[src/rtl/dtpulse_pkg.sv]
`timescale 1ns/1ps
package dtpulse_pkg;

   // Width of the dead-time code that the decoder understands.
   localparam int DT_CODE_BITS = 8;

   // Largest decoded delay is (32 + 31) * 16 = 1008, which needs 10 bits.
   localparam int DT_MIN_OUT_W = 10;

   // Decoded range of the dead-time code, selected by its leading bits.
   typedef enum logic [1:0] {
      DT_LIN = 2'd0,   // single-clock steps
      DT_X2  = 2'd1,   // two-clock steps
      DT_X8  = 2'd2,   // eight-clock steps
      DT_X16 = 2'd3    // sixteen-clock steps
   } dt_range_e;

endpackage

[src/rtl/dtpulse_dtdecode.sv]
`timescale 1ns/1ps
module dtpulse_dtdecode
   import dtpulse_pkg::*;
#(
   parameter int OUT_W = 16
) (
   input  logic [DT_CODE_BITS-1:0] code_i,
   output logic [OUT_W-1:0]        cycles_o
);

   if (OUT_W < DT_MIN_OUT_W) begin : g_bad_width
      $error("dtpulse_dtdecode: OUT_W too small for the largest delay");
   end

   dt_range_e range;

   always_comb begin
      if (!code_i[7])      range = DT_LIN;
      else if (!code_i[6]) range = DT_X2;
      else if (!code_i[5]) range = DT_X8;
      else                 range = DT_X16;
   end

   // An added leading one forms the 64 + x and 32 + x offsets.
   always_comb begin
      unique case (range)
         DT_LIN:  cycles_o = OUT_W'(code_i[6:0]);
         DT_X2:   cycles_o = OUT_W'({1'b1, code_i[5:0]}) << 1;
         DT_X8:   cycles_o = OUT_W'({1'b1, code_i[4:0]}) << 3;
         default: cycles_o = OUT_W'({1'b1, code_i[4:0]}) << 4;
      endcase
   end

   always_comb begin
      a_r6_range_bound : assert (cycles_o <= OUT_W'(1008))
         else $error("R6: decoded delay out of range");
   end

endmodule

[src/rtl/dtpulse_timebase.sv]
`timescale 1ns/1ps
module dtpulse_timebase #(
   parameter int CNT_W  = 16,
   parameter int CODE_W = 8
) (
   input  logic              clk,
   input  logic              rst_n,
   input  logic              en_i,
   input  logic [CNT_W-1:0]  period_i,
   input  logic [CNT_W-1:0]  cmp_a_i,
   input  logic [CNT_W-1:0]  cmp_b_i,
   input  logic [CODE_W-1:0] dt_code_i,
   output logic [CNT_W-1:0]  cnt_o,
   output logic [CNT_W-1:0]  cmp_a_o,
   output logic [CNT_W-1:0]  cmp_b_o,
   output logic [CODE_W-1:0] dt_code_o,
   output logic              upd_o
);

   logic [CNT_W-1:0]  cnt_q;
   logic [CNT_W-1:0]  per_q;
   logic [CNT_W-1:0]  cma_q;
   logic [CNT_W-1:0]  cmb_q;
   logic [CODE_W-1:0] code_q;
   logic              upd_q;
   logic              wrap;

   assign wrap = en_i && (cnt_q == per_q);

   always_ff @(posedge clk or negedge rst_n) begin
      if (!rst_n) begin
         cnt_q  <= '0;
         per_q  <= '0;
         cma_q  <= '0;
         cmb_q  <= '0;
         code_q <= '0;
         upd_q  <= 1'b0;
      end else begin
         upd_q <= wrap;
         if (wrap) begin
            cnt_q  <= '0;
            per_q  <= period_i;
            cma_q  <= cmp_a_i;
            cmb_q  <= cmp_b_i;
            code_q <= dt_code_i;
         end else if (en_i) begin
            cnt_q <= cnt_q + 1'b1;
         end
      end
   end

   assign cnt_o     = cnt_q;
   assign cmp_a_o   = cma_q;
   assign cmp_b_o   = cmb_q;
   assign dt_code_o = code_q;
   assign upd_o     = upd_q;

   a_r1_in_range : assert property (@(posedge clk) disable iff (!rst_n)
      cnt_q <= per_q)
      else $error("R1: counter beyond period");

   a_r1_stall : assert property (@(posedge clk) disable iff (!rst_n)
      !en_i |=> $stable(cnt_q))
      else $error("R1: counter moved while disabled");

   a_r2_wrap_strobe : assert property (@(posedge clk) disable iff (!rst_n)
      (en_i && cnt_q == per_q) |=> (cnt_q == '0 && upd_q))
      else $error("R2: wrap without strobe");

   a_r2_strobe_at_zero : assert property (@(posedge clk) disable iff (!rst_n)
      upd_q |-> cnt_q == '0)
      else $error("R2: strobe off counter zero");

   a_r8_shadow_hold : assert property (@(posedge clk) disable iff (!rst_n)
      !(en_i && cnt_q == per_q) |=>
         ($stable(per_q) && $stable(cma_q) && $stable(cmb_q) && $stable(code_q)))
      else $error("R8: shadow changed outside a wrap");

endmodule

[src/rtl/dtpulse_deadtime.sv]
`timescale 1ns/1ps
module dtpulse_deadtime #(
   parameter int CNT_W = 16
) (
   input  logic             clk,
   input  logic             rst_n,
   input  logic             en_i,
   input  logic             ref_i,
   input  logic [CNT_W-1:0] dt_i,
   output logic             out_o
);

   logic             ref_q;
   logic [CNT_W-1:0] rem_q;
   logic [CNT_W-1:0] rem_eff;
   logic             rise;

   assign rise    = ref_i & ~ref_q;
   assign rem_eff = rise ? dt_i : rem_q;
   assign out_o   = ref_i & (rem_eff == '0);

   always_ff @(posedge clk or negedge rst_n) begin
      if (!rst_n) begin
         ref_q <= 1'b0;
         rem_q <= '0;
      end else if (en_i) begin
         ref_q <= ref_i;
         rem_q <= (rem_eff == '0) ? '0 : rem_eff - 1'b1;
      end
   end

   a_r4_lead_held : assert property (@(posedge clk) disable iff (!rst_n)
      (en_i && rise && dt_i > CNT_W'(1)) |=> !out_o)
      else $error("R4: leading edge not delayed");

   a_r4_trail_follows : assert property (@(posedge clk) disable iff (!rst_n)
      !ref_i |-> !out_o)
      else $error("R4: output outlived its reference");

endmodule

[src/rtl/dtpulse_pair.sv]
`timescale 1ns/1ps
module dtpulse_pair
   import dtpulse_pkg::*;
#(
   parameter int CNT_W     = 16,
   parameter int DT_CODE_W = 8
) (
   input  logic                 clk,
   input  logic                 rst_n,
   input  logic                 en_i,
   input  logic [CNT_W-1:0]     period_i,
   input  logic [CNT_W-1:0]     cmp_a_i,
   input  logic [CNT_W-1:0]     cmp_b_i,
   input  logic [DT_CODE_W-1:0] dt_code_i,
   output logic                 pulse_a_o,
   output logic                 pulse_b_o,
   output logic                 upd_o
);

   localparam int NUM_POL = 2;   // index 0: true path, index 1: complementary

   if (DT_CODE_W != DT_CODE_BITS) begin : g_bad_code
      $error("dtpulse_pair: dead-time code must be 8 bits");
   end
   if (CNT_W < DT_MIN_OUT_W) begin : g_bad_cnt
      $error("dtpulse_pair: counter narrower than the longest dead-time");
   end

   logic [CNT_W-1:0]     cnt;
   logic [CNT_W-1:0]     cma;
   logic [CNT_W-1:0]     cmb;
   logic [DT_CODE_W-1:0] code;
   logic [CNT_W-1:0]     dt_cyc;
   logic                 ref_b;
   logic [NUM_POL-1:0]   pol_ref;
   logic [NUM_POL-1:0]   pol_out;
   logic                 comp_b;

   dtpulse_timebase #(.CNT_W(CNT_W), .CODE_W(DT_CODE_W)) u_tb (
      .clk       (clk),
      .rst_n     (rst_n),
      .en_i      (en_i),
      .period_i  (period_i),
      .cmp_a_i   (cmp_a_i),
      .cmp_b_i   (cmp_b_i),
      .dt_code_i (dt_code_i),
      .cnt_o     (cnt),
      .cmp_a_o   (cma),
      .cmp_b_o   (cmb),
      .dt_code_o (code),
      .upd_o     (upd_o)
   );

   dtpulse_dtdecode #(.OUT_W(CNT_W)) u_dec (
      .code_i   (code),
      .cycles_o (dt_cyc)
   );

   assign pulse_a_o = (cnt < cma);
   assign ref_b     = (cnt < cmb);
   assign pol_ref   = {~ref_b, ref_b};

   for (genvar g = 0; g < NUM_POL; g++) begin : g_pol
      dtpulse_deadtime #(.CNT_W(CNT_W)) u_dt (
         .clk   (clk),
         .rst_n (rst_n),
         .en_i  (en_i),
         .ref_i (pol_ref[g]),
         .dt_i  (dt_cyc),
         .out_o (pol_out[g])
      );
   end

   assign pulse_b_o = pol_out[0];
   assign comp_b    = pol_out[1];

   a_r3_a_fall_point : assert property (@(posedge clk) disable iff (!rst_n)
      $fell(pulse_a_o) |-> (cnt == cma || cnt == '0))
      else $error("R3: output A fell off its compare point");

   a_r4_b_rise_point : assert property (@(posedge clk) disable iff (!rst_n)
      $rose(pulse_b_o) |-> cnt == dt_cyc)
      else $error("R4: output B rose off the dead-time point");

   a_r4_comp_gap : assert property (@(posedge clk) disable iff (!rst_n)
      ($fell(pulse_b_o) && dt_cyc != '0) |-> !comp_b)
      else $error("R4: complementary path lacks dead-time");

   a_r5_b_suppressed : assert property (@(posedge clk) disable iff (!rst_n)
      (dt_cyc >= cmb) |-> !pulse_b_o)
      else $error("R5: output B high with dead-time past compare");

   a_r7_edges_meet : assert property (@(posedge clk) disable iff (!rst_n)
      (dt_cyc == cma && cma != '0 && $rose(pulse_b_o)) |-> $fell(pulse_a_o))
      else $error("R7: edges not coincident");

endmodule

[config.mk]
export PLATFORM = sky130hd
export DESIGN_NAME = dtpulse_pair
export DESIGN_NICKNAME = d
export VERILOG_FILES = /design/src/rtl/dtpulse_pkg.sv /design/src/rtl/dtpulse_dtdecode.sv /design/src/rtl/dtpulse_timebase.sv /design/src/rtl/dtpulse_deadtime.sv /design/src/rtl/dtpulse_pair.sv
export SDC_FILE = /design/constraint.sdc
export NUM_CORES = 1
export LEC_CHECK = 0
export ABC_AREA = 1
export BUFFER_PORTS_ARGS = -buffer_cell sky130_fd_sc_hd__buf_2
export CAP_MARGIN = 0
export CELL_PAD_IN_SITES_DETAIL_PLACEMENT = 0
export CELL_PAD_IN_SITES_GLOBAL_PLACEMENT = 2
export CORE_MARGIN = 3
export CORE_UTILIZATION = 37
export CTS_CLUSTER_DIAMETER = 50
export DETAILED_ROUTE_END_ITERATION = 10
export GPL_TIMING_DRIVEN = 0
export PLACE_DENSITY_LB_ADDON = 0.2
export SYNTH_ARGS = -nofsm -noshare
export SYNTH_HDL_FRONTEND = slang
export SYNTH_SLANG_ARGS = --single-unit
[constraint.sdc]
create_clock -name clk -period 9.3 [get_ports clk]
set_input_delay 1.86 -clock clk [delete_from_list [all_inputs] [get_ports clk]]
set_output_delay 1.86 -clock clk [all_outputs]
set_load 0.03 [all_outputs]
# Word level (Yosys, flattened, before mapping)
# Index checks and enable logic that the tools add are counted.
# word_totals
input_bits	59
ramBits	0
latchBits	0
out_inout_bits	3
memories	0
romBits	0
ff_bits	90
elab_cells	30
# classes
shifts	0
n_bitwise	3
reduce_logical	4
order_cmp	2
n_div	0
multipliers	0
n_eq_ne	3
muxes	8
n_addsub	2
# op_table
op	n
$mux 16	4
$lt 16x16->1	2
$pmux 10 s3	1
$add 16x1->16 const B	1
$eq 16x16->1	1
$logic_not 16->1	1
$sub 16x1->16 const B	1
$mux 2	2
$and 1x1->1	2
$eq 2x1->1 const B	1
$eq 2x2->1 const B	1
$logic_not 2->1	1
$reduce_bool 2->1	1
$logic_and 1x1->1	1
$mux 1	1
$not 1->1	1

# Longest topological paths before layout
# logic_depth
depth_word	8
mapped_depth	22
ltp_nobuf	21

# By module
# Synthesis repeated with hierarchy kept, for this count alone.
# hier_totals
cells_unflattened	937
area_unflattened_um2	6656.4
# by_module_without_submodules
module	cells_each	seq_area_each_um2	area_each_um2	n_inst
dtpulse_timebase	526	1826.8	3946.3	1
dtpulse_deadtime	234	425.4	1665.3	1
dtpulse_pair	131	0.0	793.3	1
dtpulse_dtdecode	46	0.0	251.5	1

# Least setup slack after synthesis
# No wires, ideal clock.
# synth_timing
path_kind	register to output
start	register u_tb.cnt_q[9] (netlist: u_tb.cnt_o[9])
end	output port pulse_b_o
required_time_ps	7440
path_stages_with_launch	15
arrival_time_ps	3038
path_slack_ps	4402
path_buffers	1
cell_sequence	dfrtp_1 ha_1 nand2_1 inv_1 o21ai_1 a21oi_1 nor2_2 buf_2 nand4_1 nand2_4 ha_1 nand3_1 nor2_4 nand3_1 nor3_1
# synth_via
elab_chain_cells	5
# synth_rtl
element	line	text
from (decl)	dtpulse_timebase.sv:20	logic [CNT_W-1:0] cnt_q;
from (signal assigned)	dtpulse_timebase.sv:47	cnt_q <= cnt_q + 1'b1;
$lt 16x16->1 *	dtpulse_pair.sv:60	assign ref_b = (cnt < cmb);
$and 1x1->1	dtpulse_deadtime.sv:18	assign rise = ref_i & ~ref_q;
$mux 16	dtpulse_deadtime.sv:19	assign rem_eff = rise ? dt_i : rem_q;
$logic_not 16->1	dtpulse_deadtime.sv:20	assign out_o = ref_i & (rem_eff == '0);
$and 1x1->1 *	dtpulse_deadtime.sv:20	
to (decl)	dtpulse_pair.sv:16	output logic pulse_b_o,
# Mark *: on every way between the ends. The rest lies on a longest branch, timed or not.

# Worst setup path after layout
# Same ends and word-level chain as after synthesis.

==> metrics.txt <==
Mapped Nets=828; IO Pins=62; Synth-to-Final Area Change=15.9%; P_sw=~340 uW; commonest cells after routing, fill and taps aside=220 x nand2_1, 109 x inv_1, 90 x dfrtp_1; cell area power density=169 nW/um^2; Longest Clk Path Bufs=2; fill count=1505; dpl ws=4.30 ns; Initial Util=~39%; part of the cycle the worst path needs=57.7%; final hold vios=0; Critical Path, Cell by Cell=ha_1 -> nand2_1 -> inv_1 -> o21ai_1 -> a21oi_1 -> nor2_2 -> buf_2 -> nand4_1 -> nand2_4 -> ha_1 -> nand3_1 -> nor2_4 -> nand3_1 -> nor3_1 -> buf_2; internal power=around 730 uW; layout cells sized above 1=about 14%; synthesized instance count=roughly 740; TritonCTS clock tree=yes; outcome=completed; min Tclk post-route=approximately 5.4 ns; Port Buf Inserts=61; largest net degree at the start of global routing=59; RSZ-0062 raised after global routing=no; sequential power share=approximately 44%; Core Box Area=14100 sq um; synthesized area per cell=around 7.4 sq um; WL/cell=~15 microns; Worst-Margin Slew=between 0.9 and 1 ns; CP max stage delay=0.48 ns; synthesis-stage register bit count=90; count of cell types in the netlist=38; total grt overflow=0; Comb pwr share=19.9%; vias in the first global route=around 4800; power share of the clock group=35.8%; CP Data Arrival Time=3.51 ns; Initial DRT Pass Iterations=4; Die W=between 100 and 150 microns; worst min-delay path class=flip-flop to flip-flop; P_leak=3.50 nW; Setup TNS=0 ns; CP max FO=10; register clock-pin slew on the reported worst setup and hold paths=roughly 0.060 ns; CP Data Required Time=roughly 7.4 ns; CTS Root Cell=clkbuf_16; CTS sink cnt=90; Worst setup EP type=output port; HPWL after detailed placement=approximately 11000 microns; Cell Area, Synth=approximately 5500 sq um; Achievable Freq=approximately 0.19 GHz; routability cong.=0.848; WS Path Type=flip-flop to output port; total wire length=14700 microns; first-iteration detailed-routing DRC count=289; global-route wire length before repair=24500 microns; DRC Markers=0; Total GRT Usage=approximately a fifth; Die Y=128 microns; Peak VDD IR=0.111 mV; Placed Area=6030 sq um; Max Cap Viol=0; Clock Latency Late Sink=0.35 ns; commonest non-fill, non-tap cell in the layout=nand2_1; Die Area=16300 sq um; ANT cells=0; CTS resizes=0; register area share after synthesis=41.2%; Slew HR=approximately 33%; synthesis warning total=0; hold buffers post-CTS=0; htree depth=3; number of antenna violations at the first check in global routing=0; TritonCTS Buffers=9; row count=43; CP startpoint kind=flip-flop; final setup violation count=0; clk_skew=0.00880 ns; Routed Antenna Nets=0; vias=4855; Via density=approximately 4.9; Sw Ratio=a little under a third; Post CTS Setup Buffer Count=0; slowest cell on the critical path=dfrtp_1; hold_ws=0.480 ns; Final WS setup=3.93 ns; Final Instance Area=6340 sq um; Slew Viols, Final=0; fin nets=901
worst paths after layout:
kind	start	to	slack (ns)	depth (start not counted)
worst max-delay path	u_tb.cnt_o[9]	pulse_b_o	3.93	15
worst min-delay path	g_pol[0].u_dt.rem_q[0]	g_pol[0].u_dt.rem_q[0]	0.48	2
worst max register to register	u_tb.cnt_o[9]	g_pol[0].u_dt.rem_q[2]	6.03	16
worst min register to register	g_pol[0].u_dt.rem_q[0]	g_pol[0].u_dt.rem_q[0]	0.48	2
max in group asynchronous	rst_n	u_tb.dt_code_o[0]	7.19	2
min in group asynchronous	rst_n	u_tb.cmp_a_o[4]	1.45	1
state kept, by name, indices dropped and copies added, names as in the netlist:
register,cells
u_tb.per_q,16
g_pol.u_dt.rem_q,16
u_tb.cnt_o,16
u_tb.upd_o,1
u_tb.dt_code_o,8
g_pol.u_dt.ref_q,1
u_tb.cmp_b_o,16
u_tb.cmp_a_o,16
critical path, delay by kind of cell, from the launching register on:
| family | cells | cell delay [ns] |
|---|---|---|
| flip-flops | 1 | 0.48 |
| adder cells (fa/ha/maj) | 2 | 0.56 |
| AND/OR/NAND/NOR | 8 | 1.36 |
| buffers and inverters | 3 | 0.52 |
| AO/OA/AOI/OAI | 2 | 0.23 |
power by group through the flow:
stage	logic (mW)	registers (mW)	clock network, mW
2_1_floorplan	0.160	0.458	0
3_3_place_gp	0.207	0.483	0
3_5_place_dp	0.215	0.482	0
4_1_cts	0.215	0.475	0.393
5_1_grt	0.252	0.480	0.405
6_report	0.212	0.474	0.382
cells in the mapped netlist:
cell / count / share of area (%)
nand2_1: 220 / 15
dfrtp_1: 90 / 41
or2_2: 1 / 0.11
xor2_1: 11 / 1.8
a21oi_1: 23 / 2.1
a22oi_1: 1 / 0.14
a221oi_1: 1 / 0.16
o21bai_1: 1 / 0.14
nor4b_1: 1 / 0.16
nor4_1: 1 / 0.11
nor2_4: 1 / 0.21
nand3_1: 21 / 1.9
clkbuf_1: 9 / 0.62
nand3_4: 2 / 0.64
nor2_1: 47 / 3.2
o21ai_0: 59 / 5.4
buf_2: 8 / 0.73
a21boi_0: 1 / 0.14
clkinv_1: 2 / 0.14
and3_1: 1 / 0.11
nand4_1: 25 / 2.9
nor3_1: 15 / 1.4
ha_1: 32 / 7.3
nand3_2: 1 / 0.18
o2111ai_1: 1 / 0.16
o21bai_2: 1 / 0.21
inv_1: 109 / 7.5
nor2_2: 6 / 0.69
a211oi_1: 4 / 0.55
nand2_2: 11 / 1.3
inv_2: 3 / 0.21
buf_6: 3 / 0.62
o21ai_1: 12 / 1.1
nor3b_1: 2 / 0.27
o211ai_1: 2 / 0.27
xnor2_1: 3 / 0.48
nand2_4: 2 / 0.41
o22ai_1: 4 / 0.46
through the flow:
stage / std cells / power [mW] / utilization, %
floorplan: 737 / 0.618 / -
global placement: 978 / 0.690 / 42.4
detailed placement: 979 / 0.697 / 42.6
CTS: 995 / 1.08 / 44.8
global route: 995 / 1.14 / 44.8
finish: 995 / 1.07 / 44.8
cell families after synthesis:
group,synth area share (%)
xor gates and xnor gates,2.24
adders and majority gates,7.32
and+or+nand+nor,28.6
AOI/OAI and AO/OA,10.8
buffers and inverters,9.79
DFF,41.2
final cells by class:
class | instances | area (sq um) | share of cell area, %
buffer | 20 | 108 | 1.70
tap | 180 | 225 | 3.55
clock inverter | 4 | 50.0 | 0.790
multi-input combinational | 513 | 2680 | 42.3
clock buffer | 12 | 256 | 4.05
sequential | 90 | 2250 | 35.5
inverter | 114 | 428 | 6.75
timing repair buffer | 62 | 335 | 5.29
per-layer routing:
layer	up-vias	GRT usage, %	share of wire (%)
li1	2508	-	-
met1	2245	27.5	51
met2	95	29.4	43
met3	7	3.93	5.0
met4	0	4.93	0.76
met5	-	0	0
(Power assumes the default switching activity.)
